### src/rtl/altPkg.sv
package altPkg;

  typedef enum logic {
    CHK_LOAD   = 1'b0,
    CHK_BRANCH = 1'b1
  } checkKind_e;

  typedef struct packed {
    logic flush;
    logic allocWe;
    logic allocSetValid;
  } altStrobes_t;

endpackage

### src/rtl/altEntries.sv
module altEntries
  import altPkg::*;
#(
  parameter int N      = 16,
  parameter int REG_W  = 7,
  parameter int GRAN_W = 29,
  localparam int IDX_W = $clog2(N)
) (
  input  logic              clk,
  input  logic              rstN,
  input  altStrobes_t       strobes,
  input  logic [IDX_W-1:0]  victimIdx,
  input  logic [REG_W-1:0]  allocReg,
  input  logic [GRAN_W-1:0] allocGran,
  input  logic              storeValid,
  input  logic [GRAN_W-1:0] storeGran,
  input  logic [REG_W-1:0]  checkReg,
  output logic [N-1:0]      validVec,
  output logic [N-1:0]      allocRegHit,
  output logic [N-1:0]      storeHit,
  output logic [N-1:0]      checkRegHit,
  output logic [N-1:0]      oldestVec
);

  logic [N-1:0]      validQ;
  logic [REG_W-1:0]  regQ  [N];
  logic [GRAN_W-1:0] granQ [N];
  logic [IDX_W-1:0]  rankQ [N];
  logic [IDX_W-1:0]  victimRank;

  assign validVec   = validQ;
  assign victimRank = rankQ[victimIdx];

  for (genvar i = 0; i < N; i++) begin : g_ent
    assign allocRegHit[i] = validQ[i] && (regQ[i] == allocReg);
    assign storeHit[i]    = storeValid && validQ[i] && (granQ[i] == storeGran);
    assign checkRegHit[i] = validQ[i] && (regQ[i] == checkReg);
    assign oldestVec[i]   = (rankQ[i] == IDX_W'(N - 1));
  end

  always_ff @(posedge clk or negedge rstN) begin
    if (!rstN) begin
      validQ <= '0;
      for (int i = 0; i < N; i++) begin
        regQ[i]  <= '0;
        granQ[i] <= '0;
        rankQ[i] <= IDX_W'(i);
      end
    end else begin
      for (int i = 0; i < N; i++) begin
        if (strobes.flush) begin
          validQ[i] <= 1'b0;
        end else if (strobes.allocWe && (victimIdx == IDX_W'(i))) begin
          validQ[i] <= strobes.allocSetValid;
        end else if (storeHit[i]) begin
          validQ[i] <= 1'b0;
        end
        if (strobes.allocWe && (victimIdx == IDX_W'(i))) begin
          regQ[i]  <= allocReg;
          granQ[i] <= allocGran;
          rankQ[i] <= '0;
        end else if (strobes.allocWe && (rankQ[i] < victimRank)) begin
          rankQ[i] <= rankQ[i] + 1'b1;
        end
      end
    end
  end

endmodule

### src/rtl/altCtrl.sv
module altCtrl
  import altPkg::*;
#(
  parameter int N      = 16,
  parameter int GRAN_W = 29,
  localparam int IDX_W = $clog2(N)
) (
  input  logic              clk,
  input  logic              rstN,
  input  logic              flushAll,
  input  logic              allocValid,
  input  logic [GRAN_W-1:0] allocGran,
  input  logic              storeValid,
  input  logic [GRAN_W-1:0] storeGran,
  input  logic              checkValid,
  input  logic              checkKind,
  input  logic [N-1:0]      validVec,
  input  logic [N-1:0]      allocRegHit,
  input  logic [N-1:0]      storeHit,
  input  logic [N-1:0]      checkRegHit,
  input  logic [N-1:0]      oldestVec,
  output altStrobes_t       strobes,
  output logic [IDX_W-1:0]  victimIdx,
  output logic              respValid,
  output logic              respHit,
  output logic              respReload,
  output logic              respRecover
);

  logic [IDX_W-1:0] sameIdx, freeIdx, oldIdx;
  logic             clash, hitNow;

  always_comb begin
    sameIdx = '0;
    freeIdx = '0;
    oldIdx  = '0;
    for (int i = N - 1; i >= 0; i--) begin
      if (allocRegHit[i]) sameIdx = IDX_W'(i);
      if (!validVec[i])   freeIdx = IDX_W'(i);
      if (oldestVec[i])   oldIdx  = IDX_W'(i);
    end
    if (|allocRegHit)      victimIdx = sameIdx;
    else if (!(&validVec)) victimIdx = freeIdx;
    else                   victimIdx = oldIdx;
  end

  assign clash  = storeValid && (allocGran == storeGran);
  assign hitNow = (|(checkRegHit & ~storeHit)) && !flushAll;

  always_comb begin
    strobes.flush         = flushAll;
    strobes.allocWe       = allocValid;
    strobes.allocSetValid = !clash && !flushAll;
  end

  always_ff @(posedge clk or negedge rstN) begin
    if (!rstN) begin
      respValid   <= 1'b0;
      respHit     <= 1'b0;
      respReload  <= 1'b0;
      respRecover <= 1'b0;
    end else begin
      respValid   <= checkValid;
      respHit     <= checkValid && hitNow;
      respReload  <= checkValid && !hitNow && (checkKind == CHK_LOAD);
      respRecover <= checkValid && !hitNow && (checkKind == CHK_BRANCH);
    end
  end

endmodule

### src/rtl/altTable.sv
module altTable
  import altPkg::*;
#(
  parameter int N      = 16,
  parameter int REG_W  = 7,
  parameter int ADDR_W = 32,
  parameter int OFFS_W = 3
) (
  input  logic              clk,
  input  logic              rstN,
  input  logic              flushAll,
  input  logic              allocValid,
  input  logic [REG_W-1:0]  allocReg,
  input  logic [ADDR_W-1:0] allocAddr,
  input  logic              storeValid,
  input  logic [ADDR_W-1:0] storeAddr,
  input  logic              checkValid,
  input  logic              checkKind,
  input  logic [REG_W-1:0]  checkReg,
  output logic              respValid,
  output logic              respHit,
  output logic              respReload,
  output logic              respRecover
);

  localparam int IDX_W  = $clog2(N);
  localparam int GRAN_W = ADDR_W - OFFS_W;

  altStrobes_t       strobes;
  logic [IDX_W-1:0]  victimIdx;
  logic [GRAN_W-1:0] allocGran, storeGran;
  logic [N-1:0]      validVec, allocRegHit, storeHit, checkRegHit, oldestVec;
  logic              unusedLowBits;

  assign allocGran     = allocAddr[ADDR_W-1:OFFS_W];
  assign storeGran     = storeAddr[ADDR_W-1:OFFS_W];
  assign unusedLowBits = ^{allocAddr[OFFS_W-1:0], storeAddr[OFFS_W-1:0]};

  altEntries #(.N(N), .REG_W(REG_W), .GRAN_W(GRAN_W)) u_dp (
    .clk(clk), .rstN(rstN), .strobes(strobes), .victimIdx(victimIdx),
    .allocReg(allocReg), .allocGran(allocGran),
    .storeValid(storeValid), .storeGran(storeGran), .checkReg(checkReg),
    .validVec(validVec), .allocRegHit(allocRegHit), .storeHit(storeHit),
    .checkRegHit(checkRegHit), .oldestVec(oldestVec)
  );

  altCtrl #(.N(N), .GRAN_W(GRAN_W)) u_ctrl (
    .clk(clk), .rstN(rstN), .flushAll(flushAll),
    .allocValid(allocValid), .allocGran(allocGran),
    .storeValid(storeValid), .storeGran(storeGran),
    .checkValid(checkValid), .checkKind(checkKind),
    .validVec(validVec), .allocRegHit(allocRegHit), .storeHit(storeHit),
    .checkRegHit(checkRegHit), .oldestVec(oldestVec),
    .strobes(strobes), .victimIdx(victimIdx),
    .respValid(respValid), .respHit(respHit),
    .respReload(respReload), .respRecover(respRecover)
  );

endmodule

### config.mk
export PLATFORM = sky130hd
export DESIGN_NAME = altTable
export DESIGN_NICKNAME = d
export VERILOG_FILES = /design/src/rtl/altPkg.sv /design/src/rtl/altEntries.sv /design/src/rtl/altCtrl.sv /design/src/rtl/altTable.sv
export SDC_FILE = /design/constraint.sdc
export NUM_CORES = 2
export LEC_CHECK = 0
export ABC_CLOCK_PERIOD_IN_PS = 4600
export BUFFER_PORTS_ARGS = -buffer_cell sky130_fd_sc_hd__buf_4
export CAP_MARGIN = 20
export CORE_MARGIN = 4
export CORE_UTILIZATION = 49
export DETAILED_ROUTE_END_ITERATION = 7
export PLACE_DENSITY = 0.67
export SLEW_MARGIN = 20
export SYNTH_ARGS = -nofsm -noshare
export SYNTH_HDL_FRONTEND = slang
export SYNTH_HIERARCHICAL = 1
export SYNTH_SLANG_ARGS = --single-unit
### constraint.sdc
create_clock -name clk -period 4.6 [get_ports clk]
set_input_delay 0.23 -clock clk [delete_from_list [all_inputs] [get_ports clk]]
set_output_delay 0.23 -clock clk [all_outputs]
set_load 0.01 [all_outputs]
# == Yosys cells after proc, flatten, opt, wreduce, memory -nomap -nowiden ==
# Index checks and enable logic that the tools add are counted.
# word_totals
ff_bits,660
latchBits,0
ram_bits,0
rom_bits,0
input_bits,85
output_inout_bits,4
wordCells,460
mem_count,0
# classes
n_addsub,16
mul,0
div_mod_pow,0
order_cmp,17
n_eq_ne,80
n_shift,0
mux,133
n_bitwise,4
n_reduce_logical,142
# ops
operator,n
$eq 29x29->1,17
$mux 4,84
$eq 7x7->1,32
$logic_and 1x1->1,103
$eq 4x4->1 const B,24
$add 4x1->4 const B,16
$lt 4x4->1,16
$mux 1,48
$reduce_bool 3->1,16
$reduce_bool 2->1,16
$reduce_or 16->1,2
$and 16x16->16,1
$bmux 4 s4,1
$eq 4x3->1 const B,4
$not 16->16,1
$reduce_and 16->1,1
$eq 4x2->1 const B,2
$ge 5x5->1 const B,1
$not 4->5,1
$eq 4x1->1 const B,1
$logic_not 4->1,1
$logic_not 1->1,3
$not 1->1,1

# == Longest topological paths before layout ==
# logic_depth
depth_word,27
depth_mapped,22
ltp_nobuf,18

# == Modules after synthesis ==
# The synthesis kept the hierarchy.
# by_module_without_submodules
module,instances,cells_each,area_each_um2,seq_area_each_um2
altEntries,1,3425,35539.1,16455.8
altCtrl,1,170,1182.4,100.1

# == Least setup slack after synthesis ==
# Ideal clock, no wire load.
# synth_path
kind,input -> register
start,in allocReg[4]
end,reg u_dp/rankQ[63] (netlist bit)
setup_ns,0.119
arrival_time_ns,5.452
required_time_ns,4.481
setup_slack_ns,-0.971
stages,20
path_buffers,4
cell_sequence,clkbuf_1 -> buf_1 -> xnor2_1 -> nand4_1 -> nor2_1 -> or4_4 -> nor4_4 -> nand3_2 -> or4_1 -> o211ai_2 -> buf_4 -> clkbuf_1 -> mux4_2 -> mux4_2 -> inv_1 -> ha_1 -> a211oi_1 -> o21ai_2 -> o21a_1 -> o21a_1
# synth_between
word_cells_on_any_way,60
cone_classes,order compare: 1; eq/ne: 16; mux: 21; bitwise: 1; reduce/logical: 21
# synth_lines
element,line_no,source
from (decl),altTable.sv:13,"input logic [REG_W-1:0] allocReg,"
$eq 7x7->1 *,altEntries.sv:35,assign allocRegHit[i] = validQ[i] && (regQ[i] == allocReg);
$logic_and 1x1->1 *,altEntries.sv:35,
net allocRegHit[0],altTable.sv:32,"logic [N-1:0] validVec, allocRegHit, storeHit, checkRegHit, oldestVec;"
$reduce_or 16->1 / $mux 4 (equally long branches),"altCtrl.sv:42, altCtrl.sv:38",
$mux 4 *,altCtrl.sv:42,if (|allocRegHit) victimIdx = sameIdx;
net victimIdx[1],altTable.sv:30,logic [IDX_W-1:0] victimIdx;
$not 4->5 (not written as such),altEntries.sv:32,assign victimRank = rankQ[victimIdx];
$bmux 4 s4,altEntries.sv:32,
$mux 4 (not written as such) (2 in a row),altEntries.sv:32,
$lt 4x4->1,altEntries.sv:62,end else if (strobes.allocWe && (rankQ[i] < victimRank)) begin
$logic_and 1x1->1,altEntries.sv:62,
$reduce_bool 2->1 (no line),-,
"to (signal, indexed assignment)",altEntries.sv:47,rankQ[i] <= IDX_W'(i);
"to (signal, indexed assignment)",altEntries.sv:63,rankQ[i] <= rankQ[i] + 1'b1;
to (decl),altEntries.sv:28,logic [IDX_W-1:0] rankQ [N];
# The timed path passes the listed nets; every way through them passes the cells marked *. The select of a mux whose other input is x is not followed.
# A chain may end at the register's enable or synchronous reset.

# == Final worst setup path ==
# layout_path
start,reg u_dp/regQ[77] (netlist bit)
end,reg u_dp/rankQ[55] (netlist bit)
# layout_between
elab_chain_cells,15
word_cells_on_any_way,19
cone_classes,order compare: 1; eq/ne: 2; mux: 10; bitwise: 1; reduce/logical: 5
# layout_lines
element,line_no,source
from (decl),altEntries.sv:26,logic [REG_W-1:0] regQ [N];
"from (signal, indexed assignment)",altEntries.sv:59,regQ[i] <= allocReg;
$eq 7x7->1 *,altEntries.sv:35,
$logic_and 1x1->1 *,altEntries.sv:35,
net allocRegHit[4],altTable.sv:32,
$mux 4 (5 in a row),altCtrl.sv:38,if (allocRegHit[i]) sameIdx = IDX_W'(i);
$mux 4 *,altCtrl.sv:42,
net victimIdx[0],altTable.sv:30,
$not 4->5 (not written as such),altEntries.sv:32,
$bmux 4 s4,altEntries.sv:32,
$mux 4 (not written as such) (2 in a row),altEntries.sv:32,
$lt 4x4->1,altEntries.sv:62,
$logic_and 1x1->1,altEntries.sv:62,
$reduce_bool 2->1 (no line),-,
# Marked as above.

==> run summary <==
Status = finished with violations
Violated checks = setup timing
DR WL/cell = 24.61 um
Core area = 74320 um^2
Die Ht = 281.8 um
Synth Register Bits = 660
Worst Max-Slew Pin Slew = 1.042 ns
VDD IR-drop max = 367.6 uV
CTS tree = yes
Combinational share of power = 16.5%
RSZ-0062 raised after global routing = true
Max Slew Vio Count = 0
Net Sw Power = 4.231 mW
Final core occ = 58.18%
Share of the synthesized area in the top cell type = 42.80%
Ranking of synthesized cells by area = dfrtp_1 43%, xor2_1 10%, mux2_2 9.9%, nand2_1 8.1%, xnor2_1 8.1%
Fin crit period = 4.932 ns
Switching portion of total power = 28.91%
Residual DRC = 0
HPWL after detailed placement = 72.49 mm
Pwr/cell area = 338.4 nW/um^2
Vias/cell = 5.844
Leak = 20.68 nW
DIE WIDTH = 281.8 um
Maximum buffer depth of the clock tree = 3
Core Rows = 100
H-tree depth = 3
First-pass GRT wire length = 176.8 mm
Post-synthesis sequential area ratio = 45.09%
Syn-to-layout area delta = 17.75%
Post-Syn Area per Cell = 10.21 um^2
Max-cap violation count = 0
Synth Flop Type = dfrtp_1
Most common cell after layout, fill and taps aside = nand2_1
Commonest non-fill, non-tap cells in the layout = 791 x nand2_1, 628 x dfrtp_1, 420 x xor2_1
Mapped Area = 36720 um^2
Net Count, Synth = 3744
Ys Warns = 6
Clock power share = 40.1%
Hold/Removal Path Class = in2reg
Maximum clock frequency = 202.8 MHz
Worst-Skew Late Latency = 0.65 ns
Final hold vios = 0
Initial Util = 49.41%
Layout fillers = 6308
Final period utilization = 107.2%
Largest net degree at the start of global routing = 132
Internal Power = 10.40 mW
Sequential Power Share = 43.4%
Port-buffer cells = 82
Leading area contributor after synthesis = dfrtp_1
Clock slew seen by the registers of the worst setup and hold paths = 0.06 ns
Crit end category = register
Die ar. = 79390 um^2
Total gr overflow = 0
CP max FO = 8
WP data required = 5.13 ns
Top Ports = 89
Vias in the first global route = 27.85k
Final Skew = 0.03292 ns
Worst setup SP type = register
Nets = 3969
Critical path class = reg2reg
CTS Buf Count = 73
Number of synthesized flops with an enable pin = 0
WP data arrival = 5.46 ns
Max_slew headroom = 30.01%
Iteration-0 DRC Markers = 2828
Clk sinks = 660
Final setup fails = 64
Unique masters post-synth = 62
Routed wire length = 119.3 mm
Initial antenna violation count = 1
Setup tns final = -15.93 ns
Final ANT Viol Nets = 0
Placer Congestion = 0.8742
First-pass DRT Iterations = 7
Synth Instances = 3595
Clock root cell = clkbuf_16
Worst Slack Setup Final = -0.3321 ns
Via count = 28.32k
FFs w/ async S/R, synth = 100.0%
Layout cells sized above 1 = 25.94%
Total GRT Usage = 29.55%
logic make-up after synthesis:
kind of cell / Yosys count / share of synthesized area (%)
fa+ha+maj: 64 / 2.181
mux: 352 / 11.30
xor+xnor: 758 / 18.08
compound gates: 174 / 3.680
buf+inv: 267 / 3.414
simple gates: 1320 / 16.27
flops: 660 / 45.09
metal layers:
metal  global-route usage [%]  part of all wire (%)
met5                        0                     0
met4                    11.83                   4.4
met3                    5.366                   8.0
met2                    47.66                    46
met1                    39.79                    41
sequential cells by signal (all words and copies together), names as in the netlist:
| name | flops |
|---|---|
| u_dp/granQ | 464 |
| u_ctrl/respRecover | 1 |
| u_dp/validVec | 16 |
| u_ctrl/respHit | 1 |
| u_ctrl/respReload | 1 |
| u_dp/rankQ | 64 |
| u_dp/regQ | 112 |
| u_ctrl/respValid | 1 |
power groups by stage:
stage	clock, mW	sequential (mW)	combinational (mW)
6_report	5.86	6.36	2.42
3_5_place_dp	0	6.45	2.28
2_1_floorplan	0	6.42	1.43
3_3_place_gp	0	6.45	2.24
5_1_grt	6.17	6.39	2.60
4_1_cts	5.92	6.35	2.34
area by class of cell:
type | count | area, um^2 | share of cell area, %
antenna | 2 | 5.005 | 0.01157
sequential | 660 | 16560 | 38.29
clock buffer | 106 | 2081 | 4.812
timing repair buffer | 396 | 3461 | 8.004
inverter | 20 | 82.58 | 0.1910
clock inverter | 24 | 265.3 | 0.6134
tap | 969 | 1212 | 2.804
multi-input combinational | 2669 | 19580 | 45.28
Yosys cell counts, types with 9 or more instances:
cell type and instances:
mux2i_1 9, nand2_1 792, o21ai_2 15, o32ai_2 10, nand3_1 29, nand4_1 122
nand3b_1 10, and3_1 35, o21ai_0 30, dfrtp_1 628, or2_2 18, xor2_1 420
mux2_2 324, buf_2 86, xnor2_1 338, mux4_2 17, clkbuf_1 117, inv_1 18
nor3_1 32, buf_1 10, dfstp_2 32, nor4_1 110, a21oi_1 26, o211ai_1 28
nand2b_1 20, buf_4 32, nor2_1 124, a211oi_1 19, ha_1 64
metrics by stage:
| step | hold slack (ns) | instance area (um^2) | total power, mW | std cells | worst slack [ns] |
|---|---|---|---|---|---|
| floorplan | -0.06559 | 37190 | 7.851 | 3595 | -0.1621 |
| global placement | 0.3527 | 40220 | 8.681 | 4673 | -0.5455 |
| detailed placement | 0.3500 | 40220 | 8.724 | 4673 | -0.5822 |
| CTS | 0.004319 | 43030 | 14.60 | 4839 | -0.2153 |
| global route | 0.01401 | 43240 | 15.15 | 4844 | -0.5154 |
| finish | 0.02779 | 43240 | 14.63 | 4846 | -0.3321 |
worst max-delay path, stage by stage (launching register included):
cell and delay [ns]:
dfrtp_1 0.44, xnor2_2 0.16, nand4_1 0.11, nor2_2 0.05
or4_4 0.55, nor4_4 0.41, nand3_2 0.14, buf_4 0.17
nor4_4 0.20, or4_4 0.27, mux4_2 0.55, mux4_2 0.50
clkinvlp_4 0.17, buf_12 0.18, ha_4 0.21, o211ai_1 0.23
o21ai_2 0.14, o21a_1 0.20, o21a_1 0.15
path summary, 6_finish.rpt:
| path | slack (ns) | depth (start not counted) | startpoint | endpoint |
|---|---|---|---|---|
| min | 0.03 | 3 | allocAddr[29] | u_dp/granQ[461] |
| min in group asynchronous | 0.23 | 2 | rstN | u_dp/rankQ[57] |
| max in group asynchronous | 3.07 | 3 | rstN | u_dp/granQ[167] |
| min reg2reg | 0.50 | 2 | u_dp/granQ[388] | u_dp/granQ[388] |
| max | -0.33 | 18 | u_dp/regQ[77] | u_dp/rankQ[55] |
| max reg2reg | -0.33 | 18 | u_dp/regQ[77] | u_dp/rankQ[55] |
what timing repair did:
item                                   CTS  global route
hold buffers                            26             0
pin swaps                               49            50
endpoints found under the hold margin  184             0
setup endpoints to repair               64            70
gates cloned                             1             0
setup buffers                            9             6
resized for setup                       25            40
(Power assumes the default switching activity.)
